[src/rtl/arg_pkg.sv]
`timescale 1ns/1ps
package arg_pkg;

    typedef enum logic [1:0] {
        ACC_READ  = 2'd0,
        ACC_WRITE = 2'd1,
        ACC_EXEC  = 2'd2,
        ACC_RSVD  = 2'd3
    } acc_kind_e;

    typedef enum logic [2:0] {
        SEL_BASE   = 3'd0,
        SEL_LIMIT  = 3'd1,
        SEL_ATTR   = 3'd2,
        SEL_ROLE   = 3'd3,
        SEL_GLOBAL = 3'd4
    } cfg_sel_e;

    typedef struct packed {
        logic lock;
        logic log_en;
        logic x_ok;
        logic w_ok;
        logic r_ok;
        logic en;
    } win_attr_t;

    localparam int ATTR_W = $bits(win_attr_t);

    typedef enum logic {
        ST_IDLE   = 1'b0,
        ST_RESULT = 1'b1
    } dec_state_e;

endpackage

[src/rtl/arg_range_slot.sv]
`timescale 1ns/1ps
module arg_range_slot
    import arg_pkg::*;
#(
    parameter int ADDR_W = 32,
    parameter int ROLE_W = 4,
    parameter int CFG_W  = 32
) (
    input  logic              clk,
    input  logic              rst_n,
    input  logic              wr_en,
    input  cfg_sel_e          wr_sel,
    input  logic [CFG_W-1:0]  wr_data,
    input  logic [ADDR_W-1:0] q_addr,
    input  acc_kind_e         q_kind,
    input  logic [ROLE_W-1:0] q_role,
    output logic              hit,
    output logic              allow,
    output logic              log_en,
    output logic              locked
);
    localparam int ROLE_N = 1 << ROLE_W;

    logic [ADDR_W-1:0] base_q;
    logic [ADDR_W-1:0] limit_q;
    win_attr_t         attr_q;
    logic [ROLE_N-1:0] rmask_q;
    logic [ROLE_N-1:0] wmask_q;

    always_ff @(posedge clk or negedge rst_n) begin
        if (!rst_n) begin
            base_q  <= '0;
            limit_q <= '0;
            attr_q  <= '0;
            rmask_q <= '0;
            wmask_q <= '0;
        end else if (wr_en && !attr_q.lock) begin
            case (wr_sel)
                SEL_BASE:  base_q  <= wr_data[ADDR_W-1:0];
                SEL_LIMIT: limit_q <= wr_data[ADDR_W-1:0];
                SEL_ATTR:  attr_q  <= win_attr_t'(wr_data[ATTR_W-1:0]);
                SEL_ROLE: begin
                    rmask_q <= wr_data[ROLE_N-1:0];
                    wmask_q <= wr_data[2*ROLE_N-1:ROLE_N];
                end
                default: ;
            endcase
        end
    end

    logic kind_ok;
    logic role_ok;

    always_comb begin
        unique case (q_kind)
            ACC_READ: begin
                kind_ok = attr_q.r_ok;
                role_ok = rmask_q[q_role];
            end
            ACC_WRITE: begin
                kind_ok = attr_q.w_ok;
                role_ok = wmask_q[q_role];
            end
            ACC_EXEC: begin
                kind_ok = attr_q.x_ok;
                role_ok = rmask_q[q_role];
            end
            default: begin
                kind_ok = 1'b0;
                role_ok = 1'b0;
            end
        endcase
    end

    assign hit    = attr_q.en && (q_addr >= base_q) && (q_addr < limit_q);
    assign allow  = kind_ok && role_ok;
    assign log_en = attr_q.log_en;
    assign locked = attr_q.lock;

endmodule

[src/rtl/arg_prio_pick.sv]
`timescale 1ns/1ps
module arg_prio_pick #(
    parameter int N     = 8,
    parameter int IDX_W = (N > 1) ? $clog2(N) : 1
) (
    input  logic [N-1:0]     hits,
    output logic             any,
    output logic [IDX_W-1:0] idx
);
    always_comb begin
        idx = '0;
        for (int i = N - 1; i >= 0; i--) begin
            if (hits[i]) idx = IDX_W'(i);
        end
    end

    assign any = |hits;

endmodule

[src/rtl/addr_range_guard.sv]
`timescale 1ns/1ps
module addr_range_guard
    import arg_pkg::*;
#(
    parameter int ADDR_W     = 32,
    parameter int NUM_RANGES = 8,
    parameter int ROLE_W     = 4,
    parameter int IDX_W      = (NUM_RANGES > 1) ? $clog2(NUM_RANGES) : 1,
    parameter int CFG_W      = (ADDR_W > 2 * (1 << ROLE_W)) ? ADDR_W : 2 * (1 << ROLE_W)
) (
    input  logic              clk,
    input  logic              rst_n,
    input  logic              req_valid,
    input  logic [1:0]        req_kind,
    input  logic [ADDR_W-1:0] req_addr,
    input  logic [ROLE_W-1:0] req_role,
    input  logic              cfg_we,
    input  logic [IDX_W-1:0]  cfg_idx,
    input  logic [2:0]        cfg_sel,
    input  logic [CFG_W-1:0]  cfg_wdata,
    output logic              dec_valid,
    output logic              dec_grant,
    output logic              dec_hit,
    output logic [IDX_W-1:0]  dec_idx,
    output logic              dec_log
);
    cfg_sel_e  sel;
    acc_kind_e kind;

    assign sel  = cfg_sel_e'(cfg_sel);
    assign kind = acc_kind_e'(req_kind);

    logic [NUM_RANGES-1:0] hit_vec;
    logic [NUM_RANGES-1:0] allow_vec;
    logic [NUM_RANGES-1:0] log_vec;
    logic [NUM_RANGES-1:0] lock_vec;

    for (genvar g = 0; g < NUM_RANGES; g++) begin : g_slot
        logic slot_we;
        assign slot_we = cfg_we && (cfg_idx == IDX_W'(g)) && (sel != SEL_GLOBAL);

        arg_range_slot #(
            .ADDR_W (ADDR_W),
            .ROLE_W (ROLE_W),
            .CFG_W  (CFG_W)
        ) u_slot (
            .clk     (clk),
            .rst_n   (rst_n),
            .wr_en   (slot_we),
            .wr_sel  (sel),
            .wr_data (cfg_wdata),
            .q_addr  (req_addr),
            .q_kind  (kind),
            .q_role  (req_role),
            .hit     (hit_vec[g]),
            .allow   (allow_vec[g]),
            .log_en  (log_vec[g]),
            .locked  (lock_vec[g])
        );
    end

    logic bypass_q;

    always_ff @(posedge clk or negedge rst_n) begin
        if (!rst_n) begin
            bypass_q <= 1'b0;
        end else if (cfg_we && sel == SEL_GLOBAL) begin
            bypass_q <= cfg_wdata[0];
        end
    end

    logic             any_hit;
    logic [IDX_W-1:0] pick_idx;

    arg_prio_pick #(
        .N     (NUM_RANGES),
        .IDX_W (IDX_W)
    ) u_pick (
        .hits (hit_vec),
        .any  (any_hit),
        .idx  (pick_idx)
    );

    logic grant_d;
    logic log_d;

    always_comb begin
        grant_d = bypass_q || (any_hit && allow_vec[pick_idx]);
        log_d   = !bypass_q && any_hit && !allow_vec[pick_idx] && log_vec[pick_idx];
    end

    dec_state_e state_q;
    dec_state_e state_d;

    always_ff @(posedge clk or negedge rst_n) begin
        if (!rst_n) state_q <= ST_IDLE;
        else        state_q <= state_d;
    end

    always_comb begin
        state_d = state_q;
        unique case (state_q)
            ST_IDLE:   state_d = req_valid ? ST_RESULT : ST_IDLE;
            ST_RESULT: state_d = req_valid ? ST_RESULT : ST_IDLE;
            default:   state_d = ST_IDLE;
        endcase
    end

    always_ff @(posedge clk or negedge rst_n) begin
        if (!rst_n) begin
            dec_grant <= 1'b0;
            dec_hit   <= 1'b0;
            dec_idx   <= '0;
            dec_log   <= 1'b0;
        end else if (state_d == ST_RESULT) begin
            dec_grant <= grant_d;
            dec_hit   <= any_hit;
            dec_idx   <= pick_idx;
            dec_log   <= log_d;
        end else begin
            dec_grant <= 1'b0;
            dec_hit   <= 1'b0;
            dec_idx   <= '0;
            dec_log   <= 1'b0;
        end
    end

    assign dec_valid = (state_q == ST_RESULT);

endmodule

[config.mk]
export PLATFORM = sky130hd
export DESIGN_NAME = addr_range_guard
export DESIGN_NICKNAME = d
export VERILOG_FILES = /design/src/rtl/arg_pkg.sv /design/src/rtl/arg_range_slot.sv /design/src/rtl/arg_prio_pick.sv /design/src/rtl/addr_range_guard.sv
export SDC_FILE = /design/constraint.sdc
export NUM_CORES = 2
export LEC_CHECK = 0
export ABC_AREA = 1
export BUFFER_PORTS_ARGS = -buffer_cell sky130_fd_sc_hd__clkbuf_2
export CAP_MARGIN = 10
export CORE_UTILIZATION = 40
export DETAILED_ROUTE_END_ITERATION = 16
export GPL_TIMING_DRIVEN = 0
export MAX_ROUTING_LAYER = met4
export PLACE_DENSITY = 0.56
export SYNTH_ARGS = -nofsm -noshare
export SYNTH_HDL_FRONTEND = slang
export SYNTH_SLANG_ARGS = --single-unit
export TNS_END_PERCENT = 10
[constraint.sdc]
create_clock -name clk -period 2.5 [get_ports clk]
set_clock_uncertainty 0.05 [all_clocks]
set_input_delay 0.125 -clock clk [delete_from_list [all_inputs] [get_ports clk]]
set_output_delay 0.125 -clock clk [all_outputs]
set_load 0.01 [all_outputs]
==> results.toml <==
[global_routing]
grt_max_degree = 110
grt_overflow = 0
grt_pass1_vias = 36032
grt_first_pass_wirelength_um = 232000
grt_usage_pct = 28.3
antenna_found_initial = 2

[yosys]
synth.distinct_cells = 45
avgSynthCellArea_um2 = 8.38
synth_commonest_cells = "nand2_1 (1199), dfrtp_1 (824), o21ai_0 (648), inv_1 (643), ha_1 (504)"
synth_compound_area_share_pct = 16.7
ys_seq_elements = 824
yosys.area_share.simple_pct = 15.2
yosys_most_used_dff = "dfrtp_1"
synthAdderAreaFrac_pct = 14.1
synth_xor_area_share_pct = 0
synth.mux.area_fraction_pct = 0
synthArstFlopShare_pct = 100
synth_most_common_cell = "nand2_1"
synth_area_leaders = "dfrtp_1 (46%), ha_1 (14%), nand2_1 (10%)"
synth_top_area_cell = "dfrtp_1"
syn-cell-area_um2 = 44800
syn_nets = 5930
yosys.area.top_type_share_pct = 46.0
ys_warn_count = 0
syn_inst = 5346
yosysSeqAreaShare_pct = 46.0
synth_edf_count = 0
synth_top_family_by_area = "compound AO/OA/AOI/OAI gates"

[power]
p_per_area_nw_per_um2 = 720
p_clk_share_pct = 38.2
seq_power_share_pct = 42.7
p_comb_share_pct = 19.1
p_switching_mw = 11.3
ir_drop_uv = 509
p_int_mw = 25.9
switching_share_pct = 30.4
p_leak_nw = 23.9

[cts]
clkTransAtPathRegs_ns = 0.06
htreeDepth = 3
cts_buffers = 91
tritoncts = "yes"
clkSinkCount = 824
clockBufferDepth = 3
clk_latency_ns = 0.67
cts-root-buf = "clkbuf_16"

[timing]
fin_crit_ns = 3.10
hold_ws_ns = 0.0604
setup_slack_ns = -0.604
relSlewSlack_pct = 21.0
rsz0062_at_grt = "yes"
finalSetupViolCount = 6
fmax_ghz = 0.322
worst_pin_slew_ns = 1.19
finalHoldViolCount = 0
slew_violations = 0
period_share_pct = 124

[die]
die-height_um = 337
ios = 87
initial_core_util_pct = 40.4
rows = 122
dieArea_um2 = 113000
die-width_um = 337
core_area_um2 = 111000

[critical_path]
required_ns = 3.01
critPathMaxStageDelay_ns = 0.61
cp_num_buf_inv = 1
cp_max_fo = 5
cp_slowest_cell = "nor3_1"
worst_ep_arrival_time_ns = 3.61
path_common_cell = "nand2_2"
start_kind = "flip-flop"
path_cells = "inv_1, ha_1, a21oi_1, o21a_1, nor2_1, nor2_1, nor2_1, nor3_1, nand3_4, nand2_2, nand2_2, nand2_4, nand2_8, nand2_8, nand2_2, nand3_1, nand2_2, nand2_2, nand2_2, nand2_1, nand2_1"
crit_family = "simple AND/OR/NAND/NOR gates"
critical_path_class = "reg -> reg"
cp-end-kind = "flip-flop"

[route]
drc_errors = 0
dr_total_vias = 38332
finalWirelength_um = 155000
routed_via_density = 5.35
firstDrtPassIters = 5
drt_iter0_drc = 3873
ant_nets = 0
routedWlPerCell_um = 21.6

[placement]
dpl.hpwl_um = 110000
port_buffers = 83
globalplace.congestion = 0.912
post-place-ws_ns = -1.58

[run_status]
violations = "negative setup slack"
status = "finished, violations left"

[cells_and_area]
syn_to_final_growth_pct = 15.4
fin_nets = 6183
drive_above_1_share_pct = 7.32

[run]
max-cap-violations = 0

[worst_hold_path]
hold_class = "in -> reg"
-- routing by layer --
layer  up-vias  GRT usage, %  part of all wire [%]
met5         -             -                     0
li1      18232             -                     -
met2      1278          42.0                    44
met4         0          6.86                   2.5
met3       216          4.13                   7.8
met1     18606          40.5                    46
-- flip-flops by register name (all words and copies together) (netlist names) --
| register | count |
|---|---|
| dec_log | 1 |
| g_slot.u_slot.wmask_q | 128 |
| g_slot.u_slot.rmask_q | 128 |
| g_slot.u_slot.attr_q | 32 |
| dec_grant | 1 |
| g_slot.u_slot.base_q | 256 |
| g_slot.u_slot.locked | 8 |
| dec_hit | 1 |
| g_slot.u_slot.limit_q | 256 |
| g_slot.u_slot.log_en | 8 |
| dec_idx | 3 |
| bypass_q | 1 |
| dec_valid | 1 |
-- power by group through the flow --
| stage | sequential [mW] | clock [mW] | combinational [mW] |
|---|---|---|---|
| finish | 15.9 | 14.2 | 7.12 |
| global route | 16.1 | 14.9 | 8.23 |
| CTS | 15.9 | 14.4 | 6.95 |
| detailed placement | 16.1 | 0 | 6.70 |
| global placement | 16.1 | 0 | 6.44 |
| floorplan | 15.8 | 0 | 4.47 |
-- stage by stage --
stage,TNS (ns),instance area [um^2],power (mW),utilization (%),instances
floorplan,0,44800,20.3,-,5346
global placement,-,47100,22.5,42.5,6917
detailed placement,-15.17,47300,22.8,42.7,6925
CTS,-2.27,51300,37.2,46.3,7150
global route,-2.83,51700,39.2,46.6,7159
finish,-2.16,51700,37.2,46.7,7161
-- final cells by class --
type	instances	area, um^2
fill	11015	59100
multi-input combinational	3587	21200
sequential	824	20600
clock buffer	140	2810
inverter	659	2480
tap	1488	1860
timing repair buffer	158	1340
buffer	278	1090
clock inverter	25	333
antenna	2	5.00
-- timing repair --
item                                    CTS  global route
cloned                                    1             1
endpoints found under the hold margin   352             0
endpoints found under the setup margin   14            29
setup buffers                            11             8
pin swaps                                31            33
hold buffers                             48             0
resized for setup                        58            55
-- placed cells by master (no fill, tap or decap), drive strengths merged, types with 47 or more instances in the layout --
master	n
a21oi	251
dfrtp	824
nand3	123
ha	504
o21ai	1018
nor2	248
clkbuf	478
nand2	1207
inv	661
o221ai	50
dlygate4sd3	47
buf	51
-- worst reg2reg max path, cell delays in order, from the launching register on --
cell     delay, ns
dfrtp_1       0.35
inv_1         0.05
ha_1          0.28
a21oi_1       0.16
o21a_1        0.16
nor2_1        0.05
nor2_1        0.13
nor2_1        0.06
nor3_1        0.61
nand3_4       0.16
nand2_2       0.10
nand2_2       0.06
nand2_4       0.12
nand2_8       0.10
nand2_8       0.11
nand2_2       0.04
nand3_1       0.09
nand2_2       0.07
nand2_2       0.07
nand2_2       0.06
nand2_1       0.06
nand2_1       0.05
-- logic make-up (layout without fill, tap and decap cells) --
logic type | count (synthesis) | count (layout)
AND/OR/NAND/NOR | 1667 | 1669
AO/OA/AOI/OAI | 1414 | 1414
buffers and inverters | 937 | 1260
flip-flops | 824 | 824
adder cells (fa/ha/maj) | 504 | 504
other | 0 | 2
-- final timing paths --
path / depth (start not counted) / to / startpoint / slack, ns
setup / recovery: 21 / dec_grant / g_slot[4].u_slot.limit_q[19] / -0.60
hold / removal: 5 / g_slot[3].u_slot.base_q[31] / cfg_sel[2] / 0.06
setup reg to reg: 21 / dec_grant / g_slot[4].u_slot.limit_q[19] / -0.60
hold reg to reg: 1 / g_slot[7].u_slot.locked / g_slot[7].u_slot.locked / 0.43
max in group asynchronous: 5 / g_slot[5].u_slot.rmask_q[4] / rst_n / 0.90
min in group asynchronous: 3 / g_slot[7].u_slot.limit_q[22] / rst_n / 0.07
(Power assumes the default switching activity.)
